--- src/rtl/alt_pkg.sv ---
`timescale 1ns/1ps
package alt_pkg;

  typedef enum logic [2:0] {
    OP_NONE     = 3'd0,
    OP_WRITE    = 3'd1,
    OP_LOOKUP   = 3'd2,
    OP_INV_REG  = 3'd3,
    OP_INV_ADDR = 3'd4
  } alt_op_e;

  // size code -> byte count; codes above 4 saturate at 16
  function automatic logic [4:0] size_bytes(input logic [2:0] code);
    logic [4:0] b;
    case (code)
      3'd0: b = 5'd1;
      3'd1: b = 5'd2;
      3'd2: b = 5'd4;
      3'd3: b = 5'd8;
      default: b = 5'd16;
    endcase
    return b;
  endfunction

endpackage

--- src/rtl/alt_entry.sv ---
`timescale 1ns/1ps
module alt_entry #(
  parameter int PA_W  = 32,
  parameter int REG_W = 7
) (
  input  logic             clk_i,
  input  logic             rst_ni,
  input  logic             wr_i,
  input  logic             kill_i,
  input  logic             fp_i,
  input  logic [REG_W-1:0] num_i,
  input  logic [PA_W-1:0]  addr_i,
  input  logic [2:0]       size_i,
  output logic             valid_o,
  output logic             tag_hit_o,
  output logic             ovl_o
);
  import alt_pkg::*;

  localparam int END_W = PA_W + 1;

  logic             valid_q;
  logic             fp_q;
  logic [REG_W-1:0] num_q;
  logic [PA_W-1:0]  addr_q;
  logic [2:0]       size_q;
  logic [END_W-1:0] e_start, e_end, q_start, q_end;

  always_ff @(posedge clk_i or negedge rst_ni) begin
    if (!rst_ni) begin
      valid_q <= 1'b0;
      fp_q    <= 1'b0;
      num_q   <= '0;
      addr_q  <= '0;
      size_q  <= '0;
    end else if (wr_i) begin
      valid_q <= 1'b1;
      fp_q    <= fp_i;
      num_q   <= num_i;
      addr_q  <= addr_i;
      size_q  <= size_i;
    end else if (kill_i) begin
      valid_q <= 1'b0;
    end
  end

  always_comb begin
    e_start = {1'b0, addr_q};
    e_end   = e_start + END_W'(size_bytes(size_q));
    q_start = {1'b0, addr_i};
    q_end   = q_start + END_W'(size_bytes(size_i));
  end

  assign valid_o   = valid_q;
  assign tag_hit_o = valid_q && (fp_q == fp_i) && (num_q == num_i);
  assign ovl_o     = valid_q && (e_start < q_end) && (q_start < e_end);

  // a written slot holds exactly the written fields
  a_r4_write_stores: assert property (@(posedge clk_i) disable iff (!rst_ni)
    wr_i |=> (valid_q && fp_q == $past(fp_i) && num_q == $past(num_i)
              && addr_q == $past(addr_i) && size_q == $past(size_i)));

  // a killed slot without a write goes invalid
  a_r5_kill_clears: assert property (@(posedge clk_i) disable iff (!rst_ni)
    (kill_i && !wr_i) |=> !valid_q);

endmodule

--- src/rtl/alt_alloc.sv ---
`timescale 1ns/1ps
module alt_alloc #(
  parameter int DEPTH = 16
) (
  input  logic             clk_i,
  input  logic             rst_ni,
  input  logic             alloc_req_i,
  input  logic             clr_all_i,
  input  logic [DEPTH-1:0] valid_i,
  input  logic [DEPTH-1:0] tag_hit_i,
  output logic [DEPTH-1:0] sel_o
);
  localparam int PTR_W = (DEPTH > 1) ? $clog2(DEPTH) : 1;
  localparam logic [PTR_W-1:0] PTR_MAX = PTR_W'(DEPTH - 1);

  logic [PTR_W-1:0] ptr_q;
  logic [DEPTH-1:0] free_v, hit_v, low_free, victim;
  logic             any_free, any_hit, new_alloc;

  always_comb begin
    // a same-cycle clear empties the table before the write lands
    free_v   = clr_all_i ? '1 : ~valid_i;
    hit_v    = clr_all_i ? '0 : tag_hit_i;
    any_hit  = |hit_v;
    any_free = |free_v;
    low_free = '0;
    for (int i = DEPTH - 1; i >= 0; i--) begin
      if (free_v[i]) begin
        low_free    = '0;
        low_free[i] = 1'b1;
      end
    end
    victim        = '0;
    victim[ptr_q] = 1'b1;
    if (!alloc_req_i)  sel_o = '0;
    else if (any_hit)  sel_o = hit_v;
    else if (any_free) sel_o = low_free;
    else               sel_o = victim;
    new_alloc = alloc_req_i && !any_hit;
  end

  always_ff @(posedge clk_i or negedge rst_ni) begin
    if (!rst_ni)        ptr_q <= '0;
    else if (new_alloc) ptr_q <= (ptr_q == PTR_MAX) ? '0 : ptr_q + 1'b1;
  end

  // one slot chosen per write, none otherwise
  a_r9_sel_onehot: assert property (@(posedge clk_i) disable iff (!rst_ni)
    alloc_req_i |-> ($countones(sel_o) == 1));
  a_r9_sel_idle: assert property (@(posedge clk_i) disable iff (!rst_ni)
    !alloc_req_i |-> (sel_o == '0));
  a_r9_ptr_range: assert property (@(posedge clk_i) disable iff (!rst_ni)
    ptr_q <= PTR_MAX);

endmodule

--- src/rtl/adv_load_tracker.sv ---
`timescale 1ns/1ps
module adv_load_tracker #(
  parameter int DEPTH = 16,
  parameter int PA_W  = 32,
  parameter int REG_W = 7
) (
  input  logic             clk_i,
  input  logic             rst_ni,
  input  logic [2:0]       op_i,
  input  logic             clr_all_i,
  input  logic             reg_fp_i,
  input  logic [REG_W-1:0] reg_num_i,
  input  logic [PA_W-1:0]  paddr_i,
  input  logic [2:0]       size_i,
  output logic             hit_o
);
  import alt_pkg::*;

  alt_op_e          op;
  logic             is_wr, is_lookup, is_inv_reg, is_inv_addr;
  logic [DEPTH-1:0] valid_v, tag_hit_v, ovl_v, sel_v, kill_v;

  always_comb begin
    op          = alt_op_e'(op_i);
    is_wr       = (op == OP_WRITE);
    is_lookup   = (op == OP_LOOKUP);
    is_inv_reg  = (op == OP_INV_REG);
    is_inv_addr = (op == OP_INV_ADDR);
  end

  alt_alloc #(.DEPTH(DEPTH)) i_alloc (
    .clk_i       (clk_i),
    .rst_ni      (rst_ni),
    .alloc_req_i (is_wr),
    .clr_all_i   (clr_all_i),
    .valid_i     (valid_v),
    .tag_hit_i   (tag_hit_v),
    .sel_o       (sel_v)
  );

  for (genvar g = 0; g < DEPTH; g++) begin : g_entry
    assign kill_v[g] = clr_all_i | (is_inv_reg & tag_hit_v[g]) | (is_inv_addr & ovl_v[g]);

    alt_entry #(.PA_W(PA_W), .REG_W(REG_W)) i_entry (
      .clk_i     (clk_i),
      .rst_ni    (rst_ni),
      .wr_i      (sel_v[g]),
      .kill_i    (kill_v[g]),
      .fp_i      (reg_fp_i),
      .num_i     (reg_num_i),
      .addr_i    (paddr_i),
      .size_i    (size_i),
      .valid_o   (valid_v[g]),
      .tag_hit_o (tag_hit_v[g]),
      .ovl_o     (ovl_v[g])
    );
  end

  assign hit_o = is_lookup & (|tag_hit_v);

  // no tag held twice, whatever tag is presented
  a_r3_unique_tag: assert property (@(posedge clk_i) disable iff (!rst_ni)
    $countones(tag_hit_v) <= 1);

  // a lone clear empties the table
  a_r7_clear_all: assert property (@(posedge clk_i) disable iff (!rst_ni)
    (clr_all_i && !is_wr) |=> (valid_v == '0));

  // clear plus write leaves one entry
  a_r8_clear_then_write: assert property (@(posedge clk_i) disable iff (!rst_ni)
    (clr_all_i && is_wr) |=> ($countones(valid_v) == 1));

  // only a lookup raises hit_o
  a_r10_hit_only_lookup: assert property (@(posedge clk_i) disable iff (!rst_ni)
    hit_o |-> (op_i == 3'd2));

endmodule

--- config.mk ---
export PLATFORM = sky130hd
export DESIGN_NAME = adv_load_tracker
export DESIGN_NICKNAME = d
export VERILOG_FILES = /design/src/rtl/alt_pkg.sv /design/src/rtl/alt_entry.sv /design/src/rtl/alt_alloc.sv /design/src/rtl/adv_load_tracker.sv
export SDC_FILE = /design/constraint.sdc
export NUM_CORES = 2
export LEC_CHECK = 0
export BUFFER_PORTS_ARGS = -buffer_cell sky130_fd_sc_hd__buf_2
export CORE_MARGIN = 4
export CORE_UTILIZATION = 54
export CTS_CLUSTER_DIAMETER = 100
export DETAILED_ROUTE_END_ITERATION = 7
export HOLD_SLACK_MARGIN = 0.1
export PLACE_DENSITY_LB_ADDON = 0.3
export SYNTH_ARGS = -nofsm -noshare
export SYNTH_HDL_FRONTEND = slang
export SYNTH_HIERARCHICAL = 1
export SYNTH_SLANG_ARGS = --single-unit
--- constraint.sdc ---
create_clock -name clk_i -period 5.12 [get_ports clk_i]
set_input_delay 0.512 -clock clk_i [delete_from_list [all_inputs] [get_ports clk_i]]
set_output_delay 0.512 -clock clk_i [all_outputs]
set_load 0.005 [all_outputs]
# [Word-level counts from Yosys, hierarchy flattened]
# Index checks and enable logic that the tools add are counted.
[word_totals] inputBits=49 latch_bits=0 rom_bits=0 out_inout_bits=1 mem_count=0 regBits=708 mem_bits_rw=0
[op_classes] div=0 order_cmp=34 n_eq_ne=88 n_mul=0 reduce_logical=103 bitwise=66 addsub=18 n_mux=73 shift=0
[op_table] operator="$lt 32x33->1" n=32
[op_table] operator="$add 32x5->33" n=17
[op_table] operator="$pmux 5 s4" n=17
[op_table] operator="$mux 16" n=21
[op_table] operator="$eq 7x7->1" n=16
[op_table] operator="$eq 3x2->1 const B" n=36
[op_table] operator="$logic_and 1x1->1" n=66
[op_table] operator="$eq 3x1->1 const B" n=18
[op_table] operator="$logic_not 3->1" n=17
[op_table] operator="$reduce_or 16->1" n=3
[op_table] operator="$and 1x1->1" n=33
[op_table] operator="$mux 1" n=33
[op_table] operator="$or 1x1->1" n=32
[op_table] operator="$reduce_bool 2->1" n=16
[op_table] operator="$eq 1x1->1" n=16
[op_table] operator="$not 16->16" n=1
[op_table] operator="$lt 4x5->1 const B" n=1
[op_table] operator="$add 4x1->4 const B" n=1
[op_table] operator="$demux 1 s4" n=1
[op_table] operator="$eq 4x4->1 const B" n=1
[op_table] operator="$ge 4x1->1 const B" n=1
[op_table] operator="$mux 4" n=1
[op_table] operator="$eq 3x3->1 const B" n=1
[op_table] operator="$logic_not 1->1" n=1

# [Logic depth before layout (Yosys ltp)]
[logic_depth] ltp_word=22 ltp_mapped=22

# [By module]
# Netlist, hierarchy kept.
[modules_own_cells] mod="alt_entry (g_entry[14].i_entry ...)" area_per_inst_um2=4539.4 cells_per_inst=484 n_inst=7 seq_area_each_um2=1101.1
[modules_own_cells] mod="alt_entry (g_entry[0].i_entry ...)" area_per_inst_um2=4570.6 cells_per_inst=480 n_inst=6 seq_area_each_um2=1101.1
[modules_own_cells] mod="alt_entry (g_entry[13].i_entry)" area_per_inst_um2=4559.4 cells_per_inst=486 n_inst=1 seq_area_each_um2=1101.1
[modules_own_cells] mod="alt_entry (g_entry[5].i_entry)" area_per_inst_um2=4543.1 cells_per_inst=475 n_inst=1 seq_area_each_um2=1101.1
[modules_own_cells] mod="alt_entry (g_entry[9].i_entry)" area_per_inst_um2=4526.8 cells_per_inst=477 n_inst=1 seq_area_each_um2=1101.1
[modules_own_cells] mod="alt_alloc" area_per_inst_um2=972.2 cells_per_inst=128 n_inst=1 seq_area_each_um2=100.1
[modules_own_cells] mod="adv_load_tracker" area_per_inst_um2=266.5 cells_per_inst=29 n_inst=1 seq_area_each_um2=0.0

# [Least setup slack after synthesis]
# No wires, ideal clock.
[synth_path] kind="flip-flop to flip-flop" startpoint="register g_entry[5].i_entry.size_q[2]" endpoint="register g_entry[5].i_entry.valid_q" n_path_buf=0 stages_incl_launch_ff=19 setup_time_ns=0.065 setup_slack_ns=0.823 arrival_time_ns=4.232 cell_sequence="dfrtp_1 or3b_2 fa_1 inv_1 a21o_1 a41oi_1 nor3_1 nand4_1 xor2_1 ha_1 nand4_1 or4_1 a221oi_1 o311ai_1 o22ai_1 nor3_1 a221o_1 inv_1 a21o_1"
[synth_between] elab_chain_cells=8
[synth_lines] element="start: declaration" line_no="alt_entry.sv:26" rtl="logic [2:0] size_q;"
[synth_lines] element="start signal: assignment" line_no="alt_entry.sv:41" rtl="size_q <= size_i;"
[synth_lines] element="$eq 3x2->1, or another cell as far along" line_no="alt_pkg.sv:15" rtl="case (code)"
[synth_lines] element="$pmux 5 s4 (*)" line_no="alt_pkg.sv:15"
[synth_lines] element="$add 32x5->33 (*)" line_no="alt_entry.sv:49" rtl="e_end = e_start + END_W'(size_bytes(size_q));"
[synth_lines] element="$lt 32x33->1 (*)" line_no="alt_entry.sv:56" rtl="assign ovl_o = valid_q && (e_start < q_end) && (q_start < e_end);"
[synth_lines] element="$logic_and 1x1->1 (*)" line_no="alt_entry.sv:56"
[synth_lines] element="via ovl_v[5]" line_no="adv_load_tracker.sv:21" rtl="logic [DEPTH-1:0] valid_v, tag_hit_v, ovl_v, sel_v, kill_v;"
[synth_lines] element="$and 1x1->1 (*)" line_no="adv_load_tracker.sv:42" rtl="assign kill_v[g] = clr_all_i | (is_inv_reg & tag_hit_v[g]) | (is_inv_addr & ovl_v[g]);"
[synth_lines] element="$or 1x1->1 (*)" line_no="adv_load_tracker.sv:42"
[synth_lines] element="via kill_v[5]" line_no="adv_load_tracker.sv:21"
[synth_lines] element="$reduce_bool 2->1 (no source line) (*)"
[synth_lines] element="end signal: assignment" line_no="alt_entry.sv:31" rtl="valid_q <= 1'b0;"
[synth_lines] element="end signal: assignment" line_no="alt_entry.sv:37" rtl="valid_q <= 1'b1;"
[synth_lines] element="end signal: assignment" line_no="alt_entry.sv:43" rtl="valid_q <= 1'b0;"
[synth_lines] element="end: declaration" line_no="alt_entry.sv:22" rtl="logic valid_q;"
# The timed path passes the listed nets; every way through them passes the cells marked *.
# A chain may end at the register's enable or synchronous reset.

# [Worst setup path in the final report]
[layout_path] startpoint="register g_entry[13].i_entry.size_q[2]" endpoint="register g_entry[13].i_entry.valid_q"
[layout_between] elab_chain_cells=8
[layout_lines] element="start: declaration" line_no="alt_entry.sv:26"
[layout_lines] element="start signal: assignment" line_no="alt_entry.sv:41"
[layout_lines] element="$eq 3x2->1, or another cell as far along" line_no="alt_pkg.sv:15"
[layout_lines] element="$pmux 5 s4 (*)" line_no="alt_pkg.sv:15"
[layout_lines] element="$add 32x5->33 (*)" line_no="alt_entry.sv:49"
[layout_lines] element="$lt 32x33->1 (*)" line_no="alt_entry.sv:56"
[layout_lines] element="$logic_and 1x1->1 (*)" line_no="alt_entry.sv:56"
[layout_lines] element="via ovl_v[13]" line_no="adv_load_tracker.sv:21"
[layout_lines] element="$and 1x1->1 (*)" line_no="adv_load_tracker.sv:42"
[layout_lines] element="$or 1x1->1 (*)" line_no="adv_load_tracker.sv:42"
[layout_lines] element="via kill_v[13]" line_no="adv_load_tracker.sv:21"
[layout_lines] element="$reduce_bool 2->1 (no source line) (*)"
[layout_lines] element="end signal: assignment" line_no="alt_entry.sv:31"
[layout_lines] element="end signal: assignment" line_no="alt_entry.sv:37"
[layout_lines] element="end signal: assignment" line_no="alt_entry.sv:43"
[layout_lines] element="end: declaration" line_no="alt_entry.sv:22"
# Marks and branches as above.

==> reports/qor.yml <==
drtAntennaViolNets: 0
fin_skew_ns: 0.05230
grt_setup_unrepaired: "no"
insertion_delay_ns: 0.72
routed_via_density: 6.430
crit_fanout: 3
worst_hold_slack_ns: 0.2816
place_hpwl_mm: 161.5
wl_per_cell_um: 22.57
antenna_found_initial: 4
fmax_mhz: 213.1
num_io_pins: 50
worstMarginPinSlew_ns: 1.415
crit_family: "compound AO/OA/AOI/OAI gates"
yosys.area.top_type_share_pct: 23.92
synthesis.nets: 9100
drive_gt1_share_pct: 16.71
nets: 9351
critPathSlowestCell: "or3b_2"
yosys.area.top_type: "dfrtp_1"
setup-violations-final: 0
start_util_pct: 54.54
power_frac_clock_pct: 40.6
synth_area_leaders: "dfrtp_1 (24%), ha_1 (20%), mux2_2 (9.9%)"
min_period_over_period_pct: 91.65
cts_sinks: 708
htreeDepth: 3
portBuffers: 49
n_antenna_cell: 0
die_h_um: 378.4
gr-usage-all-layers_pct: 30.90
p_comb_share_pct: 21.8
path_clk_slew_ns: 0.06
grt_pass1_vias: 63828
synthDistinctLibCells: 113
crit_type: "reg -> reg"
grt_max_degree: 140
core_um2: 135800
layout_commonest_cell: "ha_1"
ir_worst_vdd_v: 0.0002460
cp-start-kind: "register"
cp_common_cell: "nand4_1"
relSlewSlack_pct: 4.793
vias: 64091
area_growth_pct: 10.49
grt-ovfl-total: 0
die_area_um2: 143200
slew_violations: 0
drc_errors: 0
cts_buffers: 89
post_cts_buffers: 0
synth-edff-count: 0
synthFlopType: "dfrtp_1"
arrival_ns: 5.34
hold_path.class: "in -> reg"
swShare_pct: 31.88
crit_buf_inv: 2
root_buffer: "clkbuf_16"
clockBufferDepth: 3
period_minus_slack_ns: 4.693
yosys_warnings: 6
worstSetupEndpointType: "register"
cp_slowest_stage_delay_ns: 0.51
p_int_uw: 11010
p_switching_uw: 5151
async_reset_ff_share_pct: 100.0
drv_cap: 0
netlist_instances: 7863
power_density_nw_per_um2: 197.4
row_count: 135
drtPass1Iterations: 6
leakage_uw: 0.03663
crit_required_ns: 5.77
die_width_um: 378.4
outcome: "completed"
cts_tree: "yes"
synth_seq_cells: 708
synth-seq-area-share_pct: 23.92
grt_pass1_wl_mm: 354.5
pwr-share-seq_pct: 37.6
tns_ns: 0
finalHoldViolCount: 0
synthesis.area_um2: 74070
drtIter0Drc: 5351
cp_cell_sequence: "or3b_2, fa_1, nor2b_1, o21ai_0, a21oi_1, or2_2, nand4_1, xor2_1, ha_1, nand4_1, a2111oi_0, buf_4, nor2_1, a211oi_1, nor4b_1, o32a_1, a221o_1, inv_1, a21o_1"
final_cell_mix: "ha_1 (1156), dfrtp_1 (708), mux2_2 (653)"
syn_area_per_cell_um2: 9.420
routabilityCongestion: 0.9259
finalWirelength_mm: 225.0
stage by stage:
step                util [%]  std cells  power [uW]  setup slack (ns)  area [um2]
floorplan                  -       7863        8104            0.8231       74070
global placement       58.04       9803        9476            0.1646       78820
detailed placement     58.04       9803        9615           0.05438       78820
CTS                    60.26       9967       16240            0.3707       81830
global route           60.26       9967       16920           0.08912       81830
finish                 60.26       9967       16160            0.4273       81830
worst reg2reg max path, delay by kind of cell (launching register included):
family          cells  cell delay [ns]
simple gates        7             1.23
flops               1             0.39
compound gates      7             1.85
xor+xnor            1             0.17
fa+ha+maj           2             0.74
buf+inv             2             0.25
worst paths after layout:
check / startpoint / slack (ns) / to / cells after the start
worst max register to register: g_entry[13].i_entry/size_q[2] / 0.43 / g_entry[13].i_entry/valid_o / 19
max in group asynchronous: rst_ni / 3.39 / g_entry[5].i_entry/addr_q[14] / 3
worst min register to register: g_entry[4].i_entry/num_q[3] / 0.52 / g_entry[4].i_entry/num_q[3] / 1
min in group asynchronous: rst_ni / 0.40 / g_entry[14].i_entry/addr_q[10] / 2
worst min-delay path: paddr_i[26] / 0.28 / g_entry[3].i_entry/addr_q[26] / 3
worst max-delay path: g_entry[13].i_entry/size_q[2] / 0.43 / g_entry[13].i_entry/valid_o / 19
routing by layer:
layer	GRT usage [%]	routed length (um)
met1	40.69	96110
met3	4.739	16440
met2	49.89	100900
met4	14.53	11520
met5	0	13
cell type report:
type / count / area, um2
multi-input cells: 6779 / 54950
well taps: 1781 / 2228
fillers: 11589 / 53970
clock buffers: 121 / 2530
repair buffers: 319 / 3124
clock inverters: 42 / 469.2
inverters: 217 / 814.5
flip-flops and latches: 708 / 17720
sequential cells by signal, summed over array words and instances (netlist names):
name and cells:
g_entry.i_entry/valid_o 16, g_entry.i_entry/fp_q 16, g_entry.i_entry/num_q 112, i_alloc/ptr_q 4
g_entry.i_entry/addr_q 512, g_entry.i_entry/size_q 48
timing repair:
item / 4_1_cts / 5_1_grt
gates resized for setup: 0 / 1
hold buffers: 1 / 0
endpoints found under the hold margin: 63 / 0
setup endpoints to repair: 0 / 1
logic make-up after synthesis:
| kind of cell | Yosys count | synth area share (%) |
|---|---|---|
| simple gates | 2565 | 19.23 |
| compound gates | 1306 | 11.73 |
| fa+ha+maj | 1188 | 20.39 |
| xor+xnor | 1065 | 12.59 |
| flops | 708 | 23.92 |
| mux | 655 | 9.958 |
| buf+inv | 376 | 2.174 |
synth_stat cells (27+ instances only):
cell type,n
ha_1,1156
dfrtp_1,708
mux2_2,653
xor2_1,649
nand2_1,593
a21oi_1,417
xnor2_1,416
nand3_1,411
nor2_1,394
nand4_1,347
o21ai_0,264
inv_1,215
a21o_1,169
nor3_1,141
and3_1,133
nor3b_1,68
and4_1,65
a211oi_1,64
nor4_1,64
nor2b_1,63
clkbuf_1,59
o21bai_1,41
o21a_1,38
buf_4,36
a31oi_1,33
and2_1,33
and3b_1,33
buf_2,32
fa_1,32
nor4_2,32
buf_1,28
a2111oi_0,27
nand2b_1,27
power by group through the flow:
stage	sequential, uW	clock (uW)	combinational [uW]
global placement	6160	0	3320
detailed placement	6170	0	3450
floorplan	6060	0	2040
CTS	6070	6700	3480
finish	6070	6560	3520
global route	6100	6910	3910
(Power assumes the default switching activity.)
